==> config.mk <==
export PLATFORM = sky130hd
export DESIGN_NAME = edac32_unit
export DESIGN_NICKNAME = d
export VERILOG_FILES = /design/src/rtl/edac32_unit.sv
export SDC_FILE = /design/constraint.sdc
export NUM_CORES = 1
export LEC_CHECK = 0
export BUFFER_PORTS_ARGS = -buffer_cell sky130_fd_sc_hd__buf_4
export CAP_MARGIN = 20
export CORE_MARGIN = 4
export CORE_UTILIZATION = 50
export DETAILED_ROUTE_END_ITERATION = 8
export GPL_ROUTABILITY_DRIVEN = 1
export PLACE_DENSITY = 0.83
export SLEW_MARGIN = 20
export SYNTH_ARGS = -nofsm -noshare
export SYNTH_HDL_FRONTEND = slang
export SYNTH_SLANG_ARGS = --single-unit
==> constraint.sdc <==
create_clock -name clk -period 4.68 [get_ports clk]
set_input_delay 0.468 -clock clk [delete_from_list [all_inputs] [get_ports clk]]
set_output_delay 0.468 -clock clk [all_outputs]
set_load 0.03 [all_outputs]
==> src/rtl/edac32_unit.sv <==
module edac32_unit #(
  parameter int DW = 32,
  parameter int CW = 8,
  localparam int NB = DW / 8
) (
  input  logic          clk,
  input  logic          rst_n,
  input  logic [DW-1:0] din,
  input  logic [CW-1:0] cbin,
  input  logic          in_le,
  input  logic          gen_n,
  input  logic          correct,
  input  logic [1:0]    code_sel,
  input  logic [1:0]    diag_mode,
  input  logic          diag_le,
  input  logic [NB-1:0] oe_byte_n,
  input  logic          oe_sc_n,
  output logic [DW-1:0] dout,
  output logic [NB-1:0] dout_en,
  output logic [CW-1:0] sc,
  output logic          sc_en,
  output logic          err_n,
  output logic          merr_n
);

  function automatic logic [CW-1:0] col_of(input int idx);
    logic [CW-1:0] r;
    logic [CW-1:0] t;
    int n;
    r = '0;
    n = 0;
    for (int v = 0; v < (1 << CW); v++) begin
      t = CW'(v);
      if ($countones(t) == 3) begin
        if (n == idx) r = t;
        n++;
      end
    end
    return r;
  endfunction

  logic [DW-1:0] data_q, out_q, hit, fixed;
  logic [CW-1:0] cb_q, dg_cb, gen_chk, cb_used, syn;
  logic [1:0]    dg_mode, eff_mode;
  logic          dg_corr, eff_corr, use_dg, chk_err, single;
  logic [CW-1:0] hcol [DW];

  for (genvar g = 0; g < DW; g++) begin : g_col
    assign hcol[g] = col_of(g);
    assign hit[g]  = (syn == hcol[g]);
  end

  always_ff @(posedge clk or negedge rst_n)
    if (!rst_n) begin
      data_q <= '0;
      cb_q   <= '0;
    end else if (in_le) begin
      data_q <= din;
      cb_q   <= cbin;
    end

  always_ff @(posedge clk or negedge rst_n)
    if (!rst_n) begin
      dg_cb   <= '0;
      dg_mode <= '0;
      dg_corr <= 1'b0;
    end else if (diag_le) begin
      dg_cb   <= din[CW-1:0];
      dg_mode <= din[19:18];
      dg_corr <= din[20];
    end

  assign use_dg   = (code_sel == 2'b01);
  assign eff_mode = use_dg ? dg_mode : diag_mode;
  assign eff_corr = use_dg ? dg_corr : correct;
  assign cb_used  = (eff_mode != 2'b00) ? dg_cb : cb_q;

  always_comb begin
    gen_chk = '0;
    for (int i = 0; i < DW; i++)
      if (data_q[i]) gen_chk = gen_chk ^ hcol[i];
  end

  assign syn     = gen_chk ^ cb_used;
  assign single  = |hit;
  assign chk_err = ($countones(syn) == 1);
  assign fixed   = eff_corr ? (data_q ^ hit) : data_q;

  always_ff @(posedge clk or negedge rst_n)
    if (!rst_n) out_q <= '0;
    else if (gen_n) out_q <= fixed;

  assign dout    = out_q;
  assign dout_en = ~oe_byte_n;
  assign sc_en   = ~oe_sc_n;
  assign sc      = gen_n ? syn : gen_chk;
  assign err_n   = gen_n ? (syn == '0) : 1'b1;
  assign merr_n  = gen_n ? ((syn == '0) | single | chk_err) : 1'b1;

  assert_latch_hold_R1: assert property (@(posedge clk) disable iff (!rst_n)
    !in_le |=> $stable(data_q) && $stable(cb_q));
  assert_out_frozen_R3: assert property (@(posedge clk) disable iff (!rst_n)
    !gen_n |=> $stable(dout));
  assert_clean_pass_R4: assert property (@(posedge clk) disable iff (!rst_n)
    gen_n && err_n |=> dout == $past(data_q));
  assert_merr_in_err_R6: assert property (@(posedge clk) disable iff (!rst_n)
    !merr_n |-> !err_n);
  assert_chk_only_R7: assert property (@(posedge clk) disable iff (!rst_n)
    gen_n && chk_err |=> dout == $past(data_q));
  assert_diag_hold_R9: assert property (@(posedge clk) disable iff (!rst_n)
    !diag_le |=> $stable(dg_cb) && $stable(dg_mode) && $stable(dg_corr));

endmodule

; Word-level counts from Yosys, hierarchy flattened
; Cells that the tools add are included.
[classes]
n_bitwise = 37
n_reduce_logical = 3
n_eq_ne = 34
mux = 39
addsub = 7
[op_table]
columns = op, count
row1 = "equality test 8 x 7 -> 1 bit, second input constant", 12
row2 = inverter 3 bit, 31
row3 = 2-to-1 mux 7 bit, 12
row4 = "equality test 8 x 6 -> 1 bit, second input constant", 10
row5 = 2-to-1 mux 6 bit, 10
row6 = "equality test 8 x 5 -> 1 bit, second input constant", 6
row7 = 2-to-1 mux 32 bit, 1
row8 = OR reduction 32 bit, 1
row9 = bitwise XOR 32 bit, 1
row10 = 2-to-1 mux 5 bit, 6
row11 = "equality test 8 x 4 -> 1 bit, second input constant", 3
row12 = 2-to-1 mux 8 bit, 2
row13 = 2-to-1 mux 4 bit, 3
row14 = adder 1 x 1 -> 2 bit, 4
row15 = "equality test 8 x 3 -> 1 bit, second input constant", 1
row16 = zero test 8 bit, 1
row17 = bitwise XOR 8 bit, 1
row18 = adder 2 x 2 -> 3 bit, 2
row19 = adder 3 x 3 -> 4 bit, 1
row20 = "equality test 4 x 1 -> 1 bit, second input constant", 1
row21 = inverter 4 bit, 1
row22 = 2-to-1 mux 1 bit, 3
row23 = 2-to-1 mux 3 bit, 1
row24 = "equality test 2 x 1 -> 1 bit, second input constant", 1
row25 = other kinds (4), 5
[totals]
input_bits = 55
output_inout_bits = 47
regBits = 83

; Logic depth before layout (Yosys ltp)
; Gate-level depths: netlist of the first run.
[depth]
depth_word = 70
depth_mapped = 18

; Worst setup path after synthesis of the first run
; OpenSTA, ideal clock, no wires.
[synth_path]
kind = flip-flop to output port
startpoint = register data_q[5]
endpoint = output port merr_n
stages_incl_launch_ff = 17
path_slack_ns = -0.274
t_required_ns = 4.212
t_arrival_ns = 4.486
cell_sequence = dfrtp_1 > xnor3_1 > xnor2_2 > xnor3_1 > xnor2_2 > inv_2 > fa_1 > inv_1 > fa_1 > fa_1 > ha_1 > inv_1 > fa_1 > inv_1 > o21ai_0 > a31oi_1 > nand4_1
[synth_via]
elab_chain_len = 46
[synth_rtl]
columns = element, line_no
row1 = start: declaration, 42  ; logic [DW-1:0] data_q, out_q, hit, fixed;
row2 = start signal: assignment, 58  ; data_q <= din;
row3 = 2-to-1 mux 5 bit *, 81  ; if (data_q[i]) gen_chk = gen_chk ^ hcol[i];
row4 = inverter 3 bit (no source line), -
row5 = 2-to-1 mux 5 bit *, 81
row6 = inverter 3 bit (no source line), -
row7 = 2-to-1 mux 5 bit *, 81
row8 = inverter 3 bit (no source line), -
row9 = 2-to-1 mux 5 bit *, 81
row10 = inverter 3 bit (no source line), -
row11 = [... 28 more ...], -
row12 = 2-to-1 mux 7 bit * (3 in a row), 81
row13 = bitwise XOR 8 bit *, 84  ; assign syn = gen_chk ^ cb_used;
row14 = adder 1 x 1 -> 2 bit (implied by the code), 86  ; assign chk_err = ($countones(syn) == 1);
row15 = adder 2 x 2 -> 3 bit (implied by the code), 86
row16 = adder 3 x 3 -> 4 bit (implied by the code), 86
row17 = equality test 4 x 1 -> 1 bit, 86
row18 = OR 1 bit *, 98  ; assign merr_n = gen_n ? ((syn == '0) | single | chk_err) : 1'b1;
row19 = 2-to-1 mux 1 bit *, 98
row20 = end: declaration, 23  ; output logic merr_n
; Every way passes the cells marked *; elsewhere a longest branch is shown, timed or not.

; Worst setup path in the final report of the first run
; Same ends and word-level chain as after synthesis.

==> flow_metrics.env, run 1 <==
export IMPL_outcome="complete, but fails checks"
export IMPL_violations="setup timing"
export IMPL_dpl_hpwl_um=9760
export IMPL_ys_types=38
export IMPL_globalRouteOverflowTotal=0
export IMPL_fin_ws_ps=-559
export IMPL_path_clk_slew_ps=80
export IMPL_yosys_warnings=0
export IMPL_layout_common_cells="140 x buf_4, 83 x dfrtp_1, 66 x xnor2_1"
export IMPL_place_congestion=0.957
export IMPL_ant_nets=0
export IMPL_numPortBuffers=101
export IMPL_post_route_cells_drive_above_1_share_pct=42.5
export IMPL_syn_area_sq_mm=0.00498
export IMPL_rsz0062_at_grt="yes"
export IMPL_synthTopCellsByArea="dfrtp_1 42%, xnor2_1 12%, mux2_2 11%"
export IMPL_setup_viol=1
export IMPL_p_sw_share_pct=50.5
export IMPL_post_place_ws_ps=-219
export IMPL_synth_flop_cell="dfrtp_1"
export IMPL_synth_top_area_share_pct=41.7
export IMPL_seq_area_frac_synth_pct=41.7
export IMPL_postCtsHoldBufs=0
export IMPL_num_io_pins=102
export IMPL_route_detailed_drc=0
export IMPL_sequential_cell_area_sq_mm=0.00208
export IMPL_worstSetupStartpointType="register"
export IMPL_power_density_mw_per_mm2=815
export IMPL_numCtsBuffers=9
export IMPL_timing_setup_tns_ps=-559
export IMPL_num_nets_final=630
export IMPL_place_area_sq_mm=0.00613
export IMPL_leakagePower_nw=2.81
export IMPL_clockRootBuffer="clkbuf_8"
export IMPL_vias=3763
export IMPL_required_ps=4210
export IMPL_vdd_drop_max_v=0.000743
export IMPL_synth_nets=499
export IMPL_htreeDepth=3
export IMPL_grt_use_met2_pct=37.0
export IMPL_area_delta_synth_final_pct=27.4
export IMPL_grt_max_degree=84
export IMPL_synthCells=437
export IMPL_p_int_mw=2.56
export IMPL_wl_per_cell_um=18.4
export IMPL_diodes=0
export IMPL_tightest_slew_ps=750
export IMPL_dieArea_sq_mm=0.0116
export IMPL_p_switching_mw=2.61
export IMPL_grt_pass1_wl_um=20800
export IMPL_track_usage_pct=23.9
export IMPL_hold_path_class="input port to async pin"
export IMPL_path_class="register to primary output"
export IMPL_drt_wl_total_um=12900
export IMPL_grt_busiest_layer="met2"
export IMPL_drt_initial_drc_count=154
export IMPL_grt_pass1_vias=4000
export IMPL_firstDrtPassIters=4
export IMPL_worstSkewPairLatency_ps=370
export IMPL_drv_slew=0
export IMPL_die_w_um=108
export IMPL_final_common_cell="buf_4"
export IMPL_synth_seq_cells=83
export IMPL_worst_ep_arrival_time_ps=4770
export IMPL_clock_skew_ps=7.42
export IMPL_grt_use_met1_pct=32.1
export IMPL_n_fill_cell=782
export IMPL_synth_area_leader_cell="dfrtp_1"
export IMPL_cts_sinks=83
export IMPL_seqPwrFrac_pct=16.7
export IMPL_async_flop_share_pct=100
export IMPL_hold_violations=0
export IMPL_place_inst=690
export IMPL_postCtsSetupBuffers=0
export IMPL_antenna_found_initial=0
export IMPL_crit_fanout=3
export IMPL_fin_cells=705
export IMPL_hold_worst_slack_ps=142
export IMPL_avgSynthCellArea_sq_um=11.4
export IMPL_met3_usage_pct=4.98
export IMPL_rows=36
export IMPL_tritoncts="done"
export IMPL_r2r_slack_ps=1410
export IMPL_fp_coreArea_sq_mm=0.00973
export IMPL_min_period_ps=5240
export IMPL_end_kind="primary output"
export IMPL_max_slew_margin_rel_pct=50.0
export IMPL_multi_input_area_sq_mm=0.00276
export IMPL_die_y_um=108
export IMPL_pwr_share_clk_pct=10.9
export IMPL_p_comb_share_pct=72.4
export IMPL_cap_violations=0
export IMPL_fmax_mhz=191
export IMPL_viasPerCell=5.34
export IMPL_synth_edf_count=0
export IMPL_start_util_pct=51.2
export IMPL_clk_path_buf_depth=2
export IMPL_fin_area_sq_mm=0.00634
export IMPL_min_period_over_period_pct=112
-- worst paths after layout --
path                         endpoint  startpoint  cells after the start
hold reg to reg               cb_q[1]     cb_q[1]                      1
min in group clk           data_q[14]     din[14]                      2
setup / recovery               merr_n   data_q[5]                     15
max in group asynchronous     cb_q[5]       rst_n                      1
hold / removal             data_q[22]       rst_n                      1
setup reg to reg             dout[30]  data_q[14]                      8
-- cells by family after synthesis --
logic type,count (synthesis),share of synthesized area [%]
mux,60,13.4
flops,83,41.7
fa+ha+maj,7,2.36
simple gates,107,12.3
buf+inv,38,3.32
xor+xnor,96,21.9
compound gates,46,5.03
-- worst max-delay path, stage by stage (launching register included) --
cell     delay [ps]
dfrtp_1         360
xnor3_1         450
xnor2_2         170
xnor3_1         480
xnor2_2         180
inv_2            80
fa_1            500
inv_2            50
fa_1            530
fa_1            440
ha_2            210
inv_2            50
fa_2            420
a31oi_1         190
nand4_1         130
buf_6           170
-- state kept, by name (all words and copies together), names as in the netlist --
name     cells
dg_mode      2
data_q      32
cb_q         8
dout        32
dg_cb        8
dg_corr      1
-- cell usage after synthesis (3+ instances only) --
| cell | count |
|---|---|
| nor3_1 | 16 |
| buf_2 | 3 |
| buf_4 | 3 |
| nor4_1 | 3 |
| xor2_2 | 4 |
| nand4_2 | 3 |
| nand2b_1 | 5 |
| a21oi_1 | 37 |
| inv_2 | 3 |
| nor2_1 | 42 |
| mux2_2 | 50 |
| xnor3_1 | 15 |
| clkbuf_1 | 13 |
| nand3_1 | 3 |
| nor2b_1 | 4 |
| dfrtp_1 | 83 |
| mux2i_1 | 9 |
| ha_1 | 3 |
| nor3_2 | 17 |
| nand4_1 | 4 |
| nand2_1 | 8 |
| inv_1 | 13 |
| xnor2_1 | 67 |
| fa_1 | 4 |
| xor2_1 | 8 |
-- layout make-up --
cell class / instances / area share [%]
Multi-Input combinational cell: 316 / 43.5
Sequential cell: 83 / 32.7
Timing Repair Buffer: 142 / 16.9
Tap cell: 133 / 2.62
Clock buffer: 10 / 2.01
Clock inverter: 5 / 1.24
Inverter: 16 / 0.947
-- layer usage --
metal / routed length, um / up-vias
met5: 0 / -
met4: 393 / 0
met3: 887 / 30
met2: 6260 / 152
met1: 5400 / 1826
li1: - / 1755
-- power groups by stage --
stage               combinational, mW  sequential [mW]  clock [mW]
global route                     4.02            0.872       0.607
finish                           3.74            0.861       0.565
CTS                              3.71            0.862       0.574
detailed placement               3.65            0.876           0
global placement                 3.51            0.871           0
floorplan                        2.49            0.958           0
-- stage by stage --
stage                     power, mW  utilization [%]
after floorplan                3.45                -
after global placement         4.38             63.0
after detailed placement       4.52             63.0
after CTS                      5.15             65.1
after global routing           5.50             65.2
final                          5.17             65.2
-- repair_timing --
action / in CTS / in global routing
pin swaps: 1 / 0
endpoints found under the setup margin: 1 / 1
resized for setup: 3 / 0
No activity file was read; power rests on OpenSTA's default activity.
==> run 2: changes to the inputs <==
- CORE_ASPECT_RATIO: default -> 0.7
- PLACE_DENSITY: 0.83 -> default
- PLACE_DENSITY_LB_ADDON: default -> 0.3
==> flow_metrics.env, run 2 (same netlist as run 1, synthesis figures left out) <==
export IMPL_die_y_um=91.5
export IMPL_clockRootBuffer="clkbuf_16"
export IMPL_grt_pass1_vias=3906
export IMPL_path_class="register to primary output"
export IMPL_ant_nets=0
export IMPL_htreeDepth=3
export IMPL_numPortBuffers=101
export IMPL_route_detailed_drc=0
export IMPL_viasPerCell=5.47
export IMPL_min_period_ps=5210
export IMPL_pwr_share_clk_pct=12.6
export IMPL_cts_sinks=83
export IMPL_postCtsHoldBufs=0
export IMPL_power_density_mw_per_mm2=853
export IMPL_fin_area_sq_mm=0.00647
export IMPL_place_area_sq_mm=0.00614
export IMPL_p_switching_mw=2.75
export IMPL_slowest_delay_ps=530
export IMPL_setup_viol=1
export IMPL_globalRouteOverflowTotal=0
export IMPL_outcome="complete, but fails checks"
export IMPL_max_slew_margin_rel_pct=49.2
export IMPL_post_route_cells_drive_above_1_share_pct=43.3
export IMPL_p_int_mw=2.77
export IMPL_tightest_slew_ps=763
export IMPL_drt_initial_drc_count=371
export IMPL_die_w_um=127
export IMPL_fp_coreArea_sq_mm=0.00972
export IMPL_crit_chain="xnor3_1, xnor2_2, xnor3_2, xnor2_2, inv_2, fa_1, inv_1, fa_1, fa_1, ha_2, inv_2, fa_2, inv_2, nand3_2, o21ai_2, a31oi_2, nand4_1, buf_6"
export IMPL_end_kind="primary output"
export IMPL_track_usage_pct=23.8
export IMPL_fin_ws_ps=-531
export IMPL_layout_common_cells="145 x buf_4, 83 x dfrtp_1, 66 x xnor2_1"
export IMPL_p_comb_share_pct=71.8
export IMPL_rows=30
export IMPL_rsz0062_at_grt="yes"
export IMPL_wl_per_cell_um=19.1
export IMPL_num_io_pins=102
export IMPL_worstSkewPairLatency_ps=330
export IMPL_final_common_cell="buf_4"
export IMPL_grt_pass1_wl_um=21300
export IMPL_r2r_cells=9
export IMPL_firstDrtPassIters=5
export IMPL_num_nets_final=635
export IMPL_tritoncts="done"
export IMPL_path_clk_slew_ps=60
export IMPL_start_util_pct=51.2
export IMPL_hold_violations=0
export IMPL_numCtsBuffers=9
export IMPL_dpl_hpwl_um=10100
export IMPL_worst_path_dominant_cell_family="adder cells"
export IMPL_worstSetupStartpointType="register"
export IMPL_n_fill_cell=755
export IMPL_antenna_found_initial=0
export IMPL_required_ps=4210
export IMPL_place_congestion=0.909
export IMPL_dieArea_sq_mm=0.0116
export IMPL_cp_slowest_cell="fa_1"
export IMPL_crit_buf_inv=5
export IMPL_min_period_over_period_pct=111
export IMPL_diodes=0
export IMPL_worst_ep_arrival_time_ps=4740
export IMPL_clk_path_buf_depth=2
export IMPL_violations="setup timing"
export IMPL_clock_skew_ps=7.08
export IMPL_seqPwrFrac_pct=15.6
export IMPL_crit_fanout=2
export IMPL_fmax_mhz=192
export IMPL_drv_slew=0
export IMPL_area_delta_synth_final_pct=29.9
export IMPL_p_sw_share_pct=49.8
export IMPL_grt_max_degree=84
export IMPL_vias=3853
export IMPL_hold_path_class="input port to async pin"
export IMPL_leakagePower_nw=2.87
export IMPL_vdd_drop_max_v=0.000832
export IMPL_post_place_ws_ps=-190
export IMPL_cap_violations=0
export IMPL_drt_wl_total_um=13500
export IMPL_crit_cells=18
-- run 2: cell types whose count changed in the layout (fill, tap and decap cells not counted), sizes merged --
cell      before  now
inv           16   17
clkinv         3    1
bufinv         2    1
clkbuf        10   11
clkinvlp       0    1
buf          142  147
-- run 2: cell type report --
type | instances | area (sq um) | area share, %
repair buffers | 147 | 1110 | 17.2
clock buffers | 11 | 233 | 3.60
clock inverters | 4 | 51.3 | 0.793
multi-input cells | 316 | 2780 | 42.9
well taps | 128 | 160 | 2.48
flip-flops and latches | 83 | 2080 | 32.1
inverters | 16 | 60.1 | 0.929
-- run 2: per-stage QoR --
stage	total power, mW	cells	hold WS (ps)	setup TNS (ps)	utilization (%)
after global placement	4.39	687	489	-92.6	63.1
after CTS	5.23	702	355	-506	66.0
after global routing	5.88	705	250	-696	66.5
final	5.52	705	185	-531	66.5
after detailed placement	4.52	687	496	-190	63.1
after floorplan	3.45	437	172	-80.4	-
-- run 2: layer usage --
metal / track usage (%) / part of all wire, % / vias to the layer above / routed length [um]
met2: 35.8 / 44 / 181 / 5940
li1: - / - / 1756 / -
met3: 5.29 / 8.3 / 20 / 1110
met4: 5.18 / 1.3 / 0 / 180
met1: 35.2 / 46 / 1896 / 6230
met5: 0 / 0 / - / 0
-- run 2: power groups by stage --
stage	Combinational (mW)	Clock (mW)	Sequential [mW]
finish	3.96	0.694	0.863
global route	4.27	0.734	0.873
CTS	3.66	0.707	0.863
detailed placement	3.64	0	0.876
global placement	3.52	0	0.871
floorplan	2.49	0	0.958
-- run 2: path summary, 6_finish.rpt --
path	start	to	slack, ps
max in group asynchronous	rst_n	data_q[3]	3970
max	data_q[0]	merr_n	-530
min in group clk	din[24]	data_q[24]	360
max reg2reg	data_q[12]	dout[31]	1370
min	rst_n	dout[15]	180
min reg2reg	cb_q[1]	cb_q[1]	510
-- run 2: repair_timing --
action                     4_1_cts  5_1_grt
setup endpoints to repair        1        1
setup buffers                    0        3
pin swaps                        0        5
gates resized for setup          0        6
-- run 2: worst register-to-register path, stage by stage, from the launching register on --
cell	delay, ps
dfrtp_1	390
buf_4	170
xor2_1	270
xnor3_1	480
xnor3_1	330
xor2_2	270
nand2_1	440
nor4_1	500
xnor2_1	210
a21oi_1	100
